File: src/rtl/piso_pkg.sv
package piso_pkg;

    localparam int unsigned DEF_WIDTH = 8;

    // Which override currently acts on the chain
    typedef enum logic [1:0] {
        OVR_NONE  = 2'd0,
        OVR_LOAD  = 2'd1,
        OVR_CLEAR = 2'd2
    } ovr_e;

    // Index of each strobe inside the edge detector vector
    localparam int unsigned STB_STORE = 0;
    localparam int unsigned STB_SHIFT = 1;
    localparam int unsigned STB_COUNT = 2;

    typedef struct packed {
        logic shift_rise;
        logic store_rise;
    } edges_t;

    // Clear outranks load, so the illegal combination resolves to clear
    function automatic ovr_e pick_override(input logic load_n, input logic clear_n);
        if (!clear_n)     return OVR_CLEAR;
        else if (!load_n) return OVR_LOAD;
        else              return OVR_NONE;
    endfunction

    function automatic logic bad_combo(input logic load_n, input logic clear_n);
        return (!load_n) && (!clear_n);
    endfunction

endpackage

File: src/rtl/piso_rise_det.sv
module piso_rise_det #(
    parameter int unsigned N = 2
) (
    input  logic         clk,
    input  logic         rst,
    input  logic [N-1:0] lvl_i,
    output logic [N-1:0] rise_o
);
    logic [N-1:0] prev_q;

    // Previous level resets high so a strobe already high at reset is not an edge
    always_ff @(posedge clk) begin
        if (rst) prev_q <= '1;
        else     prev_q <= lvl_i;
    end

    for (genvar b = 0; b < N; b++) begin : g_bit
        assign rise_o[b] = lvl_i[b] & ~prev_q[b];
    end
endmodule

File: src/rtl/piso_store_reg.sv
module piso_store_reg #(
    parameter int unsigned W = 8
) (
    input  logic         clk,
    input  logic         rst,
    input  logic         cap_i,
    input  logic [W-1:0] d_i,
    output logic [W-1:0] q_o,
    output logic [W-1:0] nxt_o
);
    logic [W-1:0] hold_q;

    assign nxt_o = cap_i ? d_i : hold_q;
    assign q_o   = hold_q;

    always_ff @(posedge clk) begin
        if (rst) hold_q <= '0;
        else     hold_q <= nxt_o;
    end
endmodule

File: src/rtl/piso_shift_reg.sv
module piso_shift_reg
    import piso_pkg::*;
#(
    parameter int unsigned W = 8
) (
    input  logic         clk,
    input  logic         rst,
    input  logic         step_i,
    input  logic         ser_i,
    input  ovr_e         mode_i,
    input  logic [W-1:0] ld_now_i,
    input  logic [W-1:0] ld_next_i,
    output logic [W-1:0] q_o,
    output logic [W-1:0] eff_o
);
    logic [W-1:0] chain_q;
    logic [W-1:0] shifted;

    for (genvar s = 0; s < W; s++) begin : g_stage
        if (s == 0) begin : g_head
            assign shifted[s] = ser_i;
        end else begin : g_body
            assign shifted[s] = chain_q[s-1];
        end
    end

    always_ff @(posedge clk) begin
        if (rst) begin
            chain_q <= '0;
        end else begin
            case (mode_i)
                OVR_CLEAR: chain_q <= '0;
                OVR_LOAD:  chain_q <= ld_next_i;
                default:   if (step_i) chain_q <= shifted;
            endcase
        end
    end

    // Direct controls reach the outputs without waiting for a clock
    always_comb begin
        case (mode_i)
            OVR_CLEAR: eff_o = '0;
            OVR_LOAD:  eff_o = ld_now_i;
            default:   eff_o = chain_q;
        endcase
    end

    assign q_o = chain_q;
endmodule

File: src/rtl/latched_piso.sv
module latched_piso
    import piso_pkg::*;
#(
    parameter int unsigned WIDTH = DEF_WIDTH
) (
    input  logic             clk,
    input  logic             rst,
    input  logic [WIDTH-1:0] din_i,
    input  logic             store_clk_i,
    input  logic             shift_clk_i,
    input  logic             ser_i,
    input  logic             load_n_i,
    input  logic             clear_n_i,
    output logic             ser_o,
    output logic             invalid_o
);
    localparam int unsigned MSB = WIDTH - 1;

    logic [STB_COUNT-1:0] strobes;
    logic [STB_COUNT-1:0] rises;
    edges_t               edges;
    ovr_e                 mode;
    logic [WIDTH-1:0]     stor_q;
    logic [WIDTH-1:0]     stor_nxt;
    logic [WIDTH-1:0]     sreg_q;
    logic [WIDTH-1:0]     sreg_eff;

    assign strobes[STB_STORE] = store_clk_i;
    assign strobes[STB_SHIFT] = shift_clk_i;
    assign edges.store_rise   = rises[STB_STORE];
    assign edges.shift_rise   = rises[STB_SHIFT];

    assign mode = pick_override(load_n_i, clear_n_i);

    piso_rise_det #(.N(STB_COUNT)) u_edges (
        .clk    (clk),
        .rst    (rst),
        .lvl_i  (strobes),
        .rise_o (rises)
    );

    piso_store_reg #(.W(WIDTH)) u_store (
        .clk   (clk),
        .rst   (rst),
        .cap_i (edges.store_rise),
        .d_i   (din_i),
        .q_o   (stor_q),
        .nxt_o (stor_nxt)
    );

    piso_shift_reg #(.W(WIDTH)) u_chain (
        .clk       (clk),
        .rst       (rst),
        .step_i    (edges.shift_rise),
        .ser_i     (ser_i),
        .mode_i    (mode),
        .ld_now_i  (stor_q),
        .ld_next_i (stor_nxt),
        .q_o       (sreg_q),
        .eff_o     (sreg_eff)
    );

    assign ser_o     = sreg_eff[MSB];
    assign invalid_o = bad_combo(load_n_i, clear_n_i);
endmodule

File: config.mk
export PLATFORM = sky130hd
export DESIGN_NAME = latched_piso
export DESIGN_NICKNAME = d
export VERILOG_FILES = /design/src/rtl/piso_pkg.sv /design/src/rtl/piso_rise_det.sv /design/src/rtl/piso_store_reg.sv /design/src/rtl/piso_shift_reg.sv /design/src/rtl/latched_piso.sv
export SDC_FILE = /design/constraint.sdc
export NUM_CORES = 1
export LEC_CHECK = 0
export BUFFER_PORTS_ARGS = -buffer_cell sky130_fd_sc_hd__buf_2
export CAP_MARGIN = 10
export CORE_UTILIZATION = 50
export DETAILED_ROUTE_END_ITERATION = 8
export GPL_ROUTABILITY_DRIVEN = 0
export PLACE_DENSITY_LB_ADDON = 0.05
export SLEW_MARGIN = 15
export SYNTH_ARGS = -nofsm -noshare
export SYNTH_HDL_FRONTEND = slang
export SYNTH_HIERARCHICAL = 1
export SYNTH_SLANG_ARGS = --single-unit
File: constraint.sdc
create_clock -name clk -period 6.89 [get_ports clk]
set_clock_uncertainty 0.2 [all_clocks]
set_input_delay 2.067 -clock clk [delete_from_list [all_inputs] [get_ports clk]]
set_output_delay 2.067 -clock clk [all_outputs]
set_load 0.02 [all_outputs]
==> results of run 1 <==
report_power, final:
part           internal, W   total, W  switching (W)
sequential        0.000110   0.000113     0.00000252
combinational    0.0000171  0.0000337      0.0000166
clock            0.0000203  0.0000509      0.0000306
worst max-delay path, delay by kind of cell:
kind | cells | cell delay [ns]
buffers and inverters | 3 | 0.29
AO/OA/AOI/OAI | 1 | 0.20
adder cells (fa/ha/maj) | 1 | 0.57
AND/OR/NAND/NOR | 2 | 0.24
through the flow:
stage / std cells / area [um^2] / hold WS (ns) / power (W) / utilization
final: 124 / 975 / 0.284 / 0.000197 / 0.571
after global placement: 121 / 952 / 0.271 / 0.000148 / 0.558
after floorplan: 90 / 905 / 0.259 / 0.000142 / -
after CTS: 124 / 975 / 0.292 / 0.000200 / 0.571
after global routing: 124 / 975 / 0.321 / 0.000208 / 0.571
after detailed placement: 121 / 952 / 0.277 / 0.000149 / 0.558
registers in the layout, indices dropped and copies added (netlist names):
signal and cells:
u_edges/prev_q 2, u_store/q_o 8, u_chain/q_o 8
path summary, 6_finish.rpt:
kind	startpoint	endpoint	slack (ns)	cells past startpoint
setup / recovery	clear_n_i	ser_o	1.24	7
hold / removal	u_chain/q_o[6]$_SDFFE_PP0P_	u_chain/q_o[7]$_SDFFE_PP0P_	0.28	2
setup reg to reg	u_edges/prev_q[0]$_SDFF_PP1_	u_chain/q_o[1]$_SDFFE_PP0P_	4.89	4
hold reg to reg	u_chain/q_o[6]$_SDFFE_PP0P_	u_chain/q_o[7]$_SDFFE_PP0P_	0.28	2
final cells by class:
class	count	area [um^2]	area share
sequential	18	360	0.370
tap	25	31.3	0.0321
inverter	3	11.3	0.0116
clock buffer	3	22.5	0.0231
timing repair buffer	16	80.1	0.0822
multi-input combinational	59	469	0.481
per-layer routing:
layer,vias up,routed length (um),global-route usage
met2,14,683,0.262
met3,4,63,0.0286
met4,0,40,0.127
met5,-,0,0
li1,339,-,-
met1,314,786,0.237
cell usage in the layout (no fill, tap or decap):
| master | n |
|---|---|
| a22o_1 | 1 |
| a311oi_1 | 8 |
| buf_2 | 16 |
| clkbuf_4 | 3 |
| dfxtp_1 | 18 |
| ha_1 | 2 |
| inv_1 | 3 |
| mux2_4 | 8 |
| nand2_1 | 8 |
| nand3b_1 | 8 |
| nor2_1 | 1 |
| nor2b_1 | 11 |
| nor2b_2 | 1 |
| nor4_1 | 8 |
| or2_1 | 2 |
| or3_4 | 1 |
==> results.json, run 1 <==
{
  "io_buffer_count": 16,
  "worst_path_max_delay_cell": "ha_1",
  "final_layout_size_suffix_gt1_frac": 0.293,
  "post-place-ws_ns": 1.23,
  "yosys_warnings": 6,
  "dpl.hpwl_mm": 1.04,
  "min_period_over_period": 0.820,
  "vias": 671,
  "p_per_area_nw_per_um2": 202,
  "cts_repair_resize_count": 0,
  "insertion_delay_ns": 0.29,
  "die_area_um2": 1980,
  "maxCapViolCount": 0,
  "drt-pass1-iter-count": 4,
  "fp.coreArea_um2": 1710,
  "antenna_found_initial": 0,
  "grt_use_total": 0.179,
  "critPathKind": "in2out",
  "die_h_um": 44.5,
  "insertedDiodeCount": 0,
  "arrival_ns": 3.38,
  "drt-total-wl_mm": 1.57,
  "ir_drop_v": 0.000124,
  "grt_pass1_vias": 560,
  "num_rows": 15,
  "initial_core_util": 0.530,
  "slew_violations": 0,
  "grt_pass1_wl_mm": 2.52,
  "avgSynthCellArea_um2": 10.1,
  "layout_setup_ws_ns": 1.24,
  "routed_via_density": 5.41,
  "clockBufferDepth": 2,
  "hold_buffers": 0,
  "slowest_delay_ns": 0.57,
  "hold_class": "reg2reg",
  "fp.dieW_um": 44.5,
  "tritoncts": "done",
  "setup_viol": 0,
  "num_io_pins": 17,
  "synth_area_um2": 905,
  "power_leakage_nw": 0.383,
  "nFillCells": 174,
  "max_freq_mhz": 177,
  "tightest_slew_ns": 0.966,
  "htreeDepth": 1,
  "post_cts_buffers": 0,
  "synth_cells": 90,
  "worst_setup_path_end_kind": "primary output",
  "grt_max_degree": 19,
  "syn_to_final_growth_pct": 7.75,
  "drtIter0Drc": 19,
  "clk_pin_slew_worst_paths_ns": 0.10,
  "overflow": 0,
  "worstPathCellList": "buf_2, nor2b_2, inv_1, ha_1, nor2b_1, a22o_1, buf_2",
  "start_kind": "input port",
  "setup_tns_ns": 0,
  "hold_violations": 0,
  "fin_nets": 118,
  "cts-root-buf": "clkbuf_4",
  "route.detailed.wl_per_inst_um": 12.7,
  "clock-sinks": 18,
  "cp_common_cell": "buf_2",
  "postRouteAntennaNets": 0,
  "rsz0062_at_grt": "no",
  "syn_nets": 107,
  "path_max_fanout": 18,
  "status": "finished clean",
  "cts_made_buffers": 3,
  "drcViolationCount": 0,
  "slew_headroom": 0.355,
  "cp.required_ns": 4.62,
  "min_period_ns": 5.65
}
Power figures use the tool's default switching activity.
==> run 2, diff against run 1 <==
- ABC_AREA: default -> 1
- clock period: 6.89 -> 5.2 ns (I/O delays scaled with it)
==> run 2 against run 1 <==
Sequential share of layout area shrank 7.1 points. Critical endpoint unchanged. Routed wire length is 27% higher. Count of clock-buffer cells in the layout unchanged. Synthesized cell count up 87%. Critical path type unchanged.
==> results.json, run 2 <==
{
  "num_rows": 16,
  "max_freq_mhz": 221,
  "min_period_ns": 4.53,
  "worst_path_max_delay_cell": "ha_1",
  "htreeDepth": 1,
  "tritoncts": "done",
  "ir_drop_v": 0.000116,
  "critPathTopFamily": "buffers and inverters",
  "layout.cells.non_filler": 208,
  "nFillCells": 216,
  "status": "finished clean",
  "min_period_over_period": 0.871,
  "critPathKind": "in2out",
  "synth_area_um2": 1140,
  "seqCellArea_um2": 360,
  "worstPathCellList": "buf_2, inv_2, nor2_2, inv_1, ha_1, inv_8, nand3_1, o21ai_1, buf_2",
  "maxCapViolCount": 0,
  "postRouteAntennaNets": 0,
  "overflow": 0,
  "cp.required_ns": 3.44,
  "setup_tns_ns": 0,
  "grt_use_total": 0.193,
  "clockBufferDepth": 2,
  "r2r_setup_slack_ns": 3.60,
  "power_leakage_nw": 0.682,
  "avgSynthCellArea_um2": 6.78,
  "fin_nets": 200,
  "yosys_warnings": 6,
  "path_max_fanout": 10,
  "final_layout_size_suffix_gt1_frac": 0.309,
  "path_depth": 9,
  "vias": 944,
  "hold_class": "reg2reg",
  "tightest_slew_ns": 0.506,
  "layout_commonest_cell": "inv_1",
  "die_area_um2": 2470,
  "cts_made_buffers": 3,
  "grt_pass1_vias": 931,
  "die_h_um": 49.7,
  "start_kind": "input port",
  "final_cell_mix": "inv_1, nand2_1, dfxtp_1",
  "worst_setup_path_end_kind": "primary output",
  "hold_buffers": 0,
  "clock-sinks": 18,
  "drcViolationCount": 0,
  "slew_violations": 0,
  "rr_worst_depth": 8,
  "routed_via_density": 4.54,
  "initial_core_util": 0.558,
  "path_buf_inv": 5,
  "layout_setup_ws_ns": 0.669,
  "grt_pass1_wl_mm": 3.60,
  "p_per_area_nw_per_um2": 240,
  "cts-root-buf": "clkbuf_4",
  "post_cts_buffers": 0,
  "drtIter0Drc": 14,
  "cp_common_cell": "buf_2",
  "cts_repair_resize_count": 0,
  "syn_to_final_growth_pct": 5.82,
  "route.detailed.wl_per_inst_um": 9.59,
  "antenna_found_initial": 0,
  "multi_input_area_um2": 533,
  "hold_violations": 0,
  "holdPathStages": 4,
  "drt-total-wl_mm": 2.00,
  "arrival_ns": 2.77,
  "drt-pass1-iter-count": 4,
  "clk_pin_slew_worst_paths_ns": 0.10,
  "slowest_delay_ns": 0.44,
  "dpl.hpwl_mm": 1.52,
  "synth_cells": 168,
  "num_io_pins": 17,
  "slew_headroom": 0.662,
  "fp.coreArea_um2": 2040,
  "setup_viol": 0,
  "fp.dieW_um": 49.7,
  "post-place-ws_ns": 0.660,
  "grt_max_degree": 12,
  "insertedDiodeCount": 0,
  "io_buffer_count": 16,
  "syn_nets": 185,
  "rsz0062_at_grt": "no",
  "dp_cells": 205,
  "insertion_delay_ns": 0.29
}
-- run 2: layout make-up --
cell class | count | area share
inverters | 43 | 0.146
flip-flops and latches | 18 | 0.299
multi-input cells | 101 | 0.442
clock buffers | 3 | 0.0187
well taps | 27 | 0.0280
repair buffers | 16 | 0.0664
-- run 2: per-stage QoR --
| stage | area (um^2) | hold slack (ns) | util | power, W |
|---|---|---|---|---|
| after global placement | 1180 | 0.313 | 0.580 | 0.000220 |
| final | 1210 | 0.333 | 0.591 | 0.000289 |
| after detailed placement | 1180 | 0.323 | 0.580 | 0.000222 |
| after CTS | 1210 | 0.341 | 0.591 | 0.000293 |
| after floorplan | 1140 | 0.306 | - | 0.000213 |
| after global routing | 1210 | 0.368 | 0.591 | 0.000308 |
-- run 2: path summary, 6_finish.rpt --
check	from	endpoint
setup reg to reg	u_edges/prev_q[0]$_SDFF_PP1_	u_chain/q_o[3]$_SDFFE_PP0P_
setup / recovery	clear_n_i	ser_o
hold / removal	u_store/q_o[1]$_SDFF_PP0_	u_store/q_o[1]$_SDFF_PP0_
hold reg to reg	u_store/q_o[1]$_SDFF_PP0_	u_store/q_o[1]$_SDFF_PP0_
-- run 2: worst min-delay path, stage by stage (launching register included) --
cell     delay [ns]
dfxtp_1        0.31
inv_1          0.05
nand2_2        0.05
nand2_2        0.06
nor2_2         0.03
-- run 2: power by group --
group | internal (W) | leakage (nW) | total (W) | switching (W)
Clock | 0.0000270 | 0.0138 | 0.0000702 | 0.0000433
Sequential | 0.000147 | 0.148 | 0.000151 | 0.00000370
Combinational | 0.0000250 | 0.520 | 0.0000679 | 0.0000430
Total | 0.000199 | 0.682 | 0.000289 | 0.0000899
-- run 2: routing by layer --
layer / routed length [um] / GRT usage / vias to the layer above
li1: - / - / 504
met4: 25 / 0.0905 / 0
met5: 0 / 0 / -
met3: 69 / 0.0432 / 4
met2: 979 / 0.358 / 17
met1: 922 / 0.202 / 419
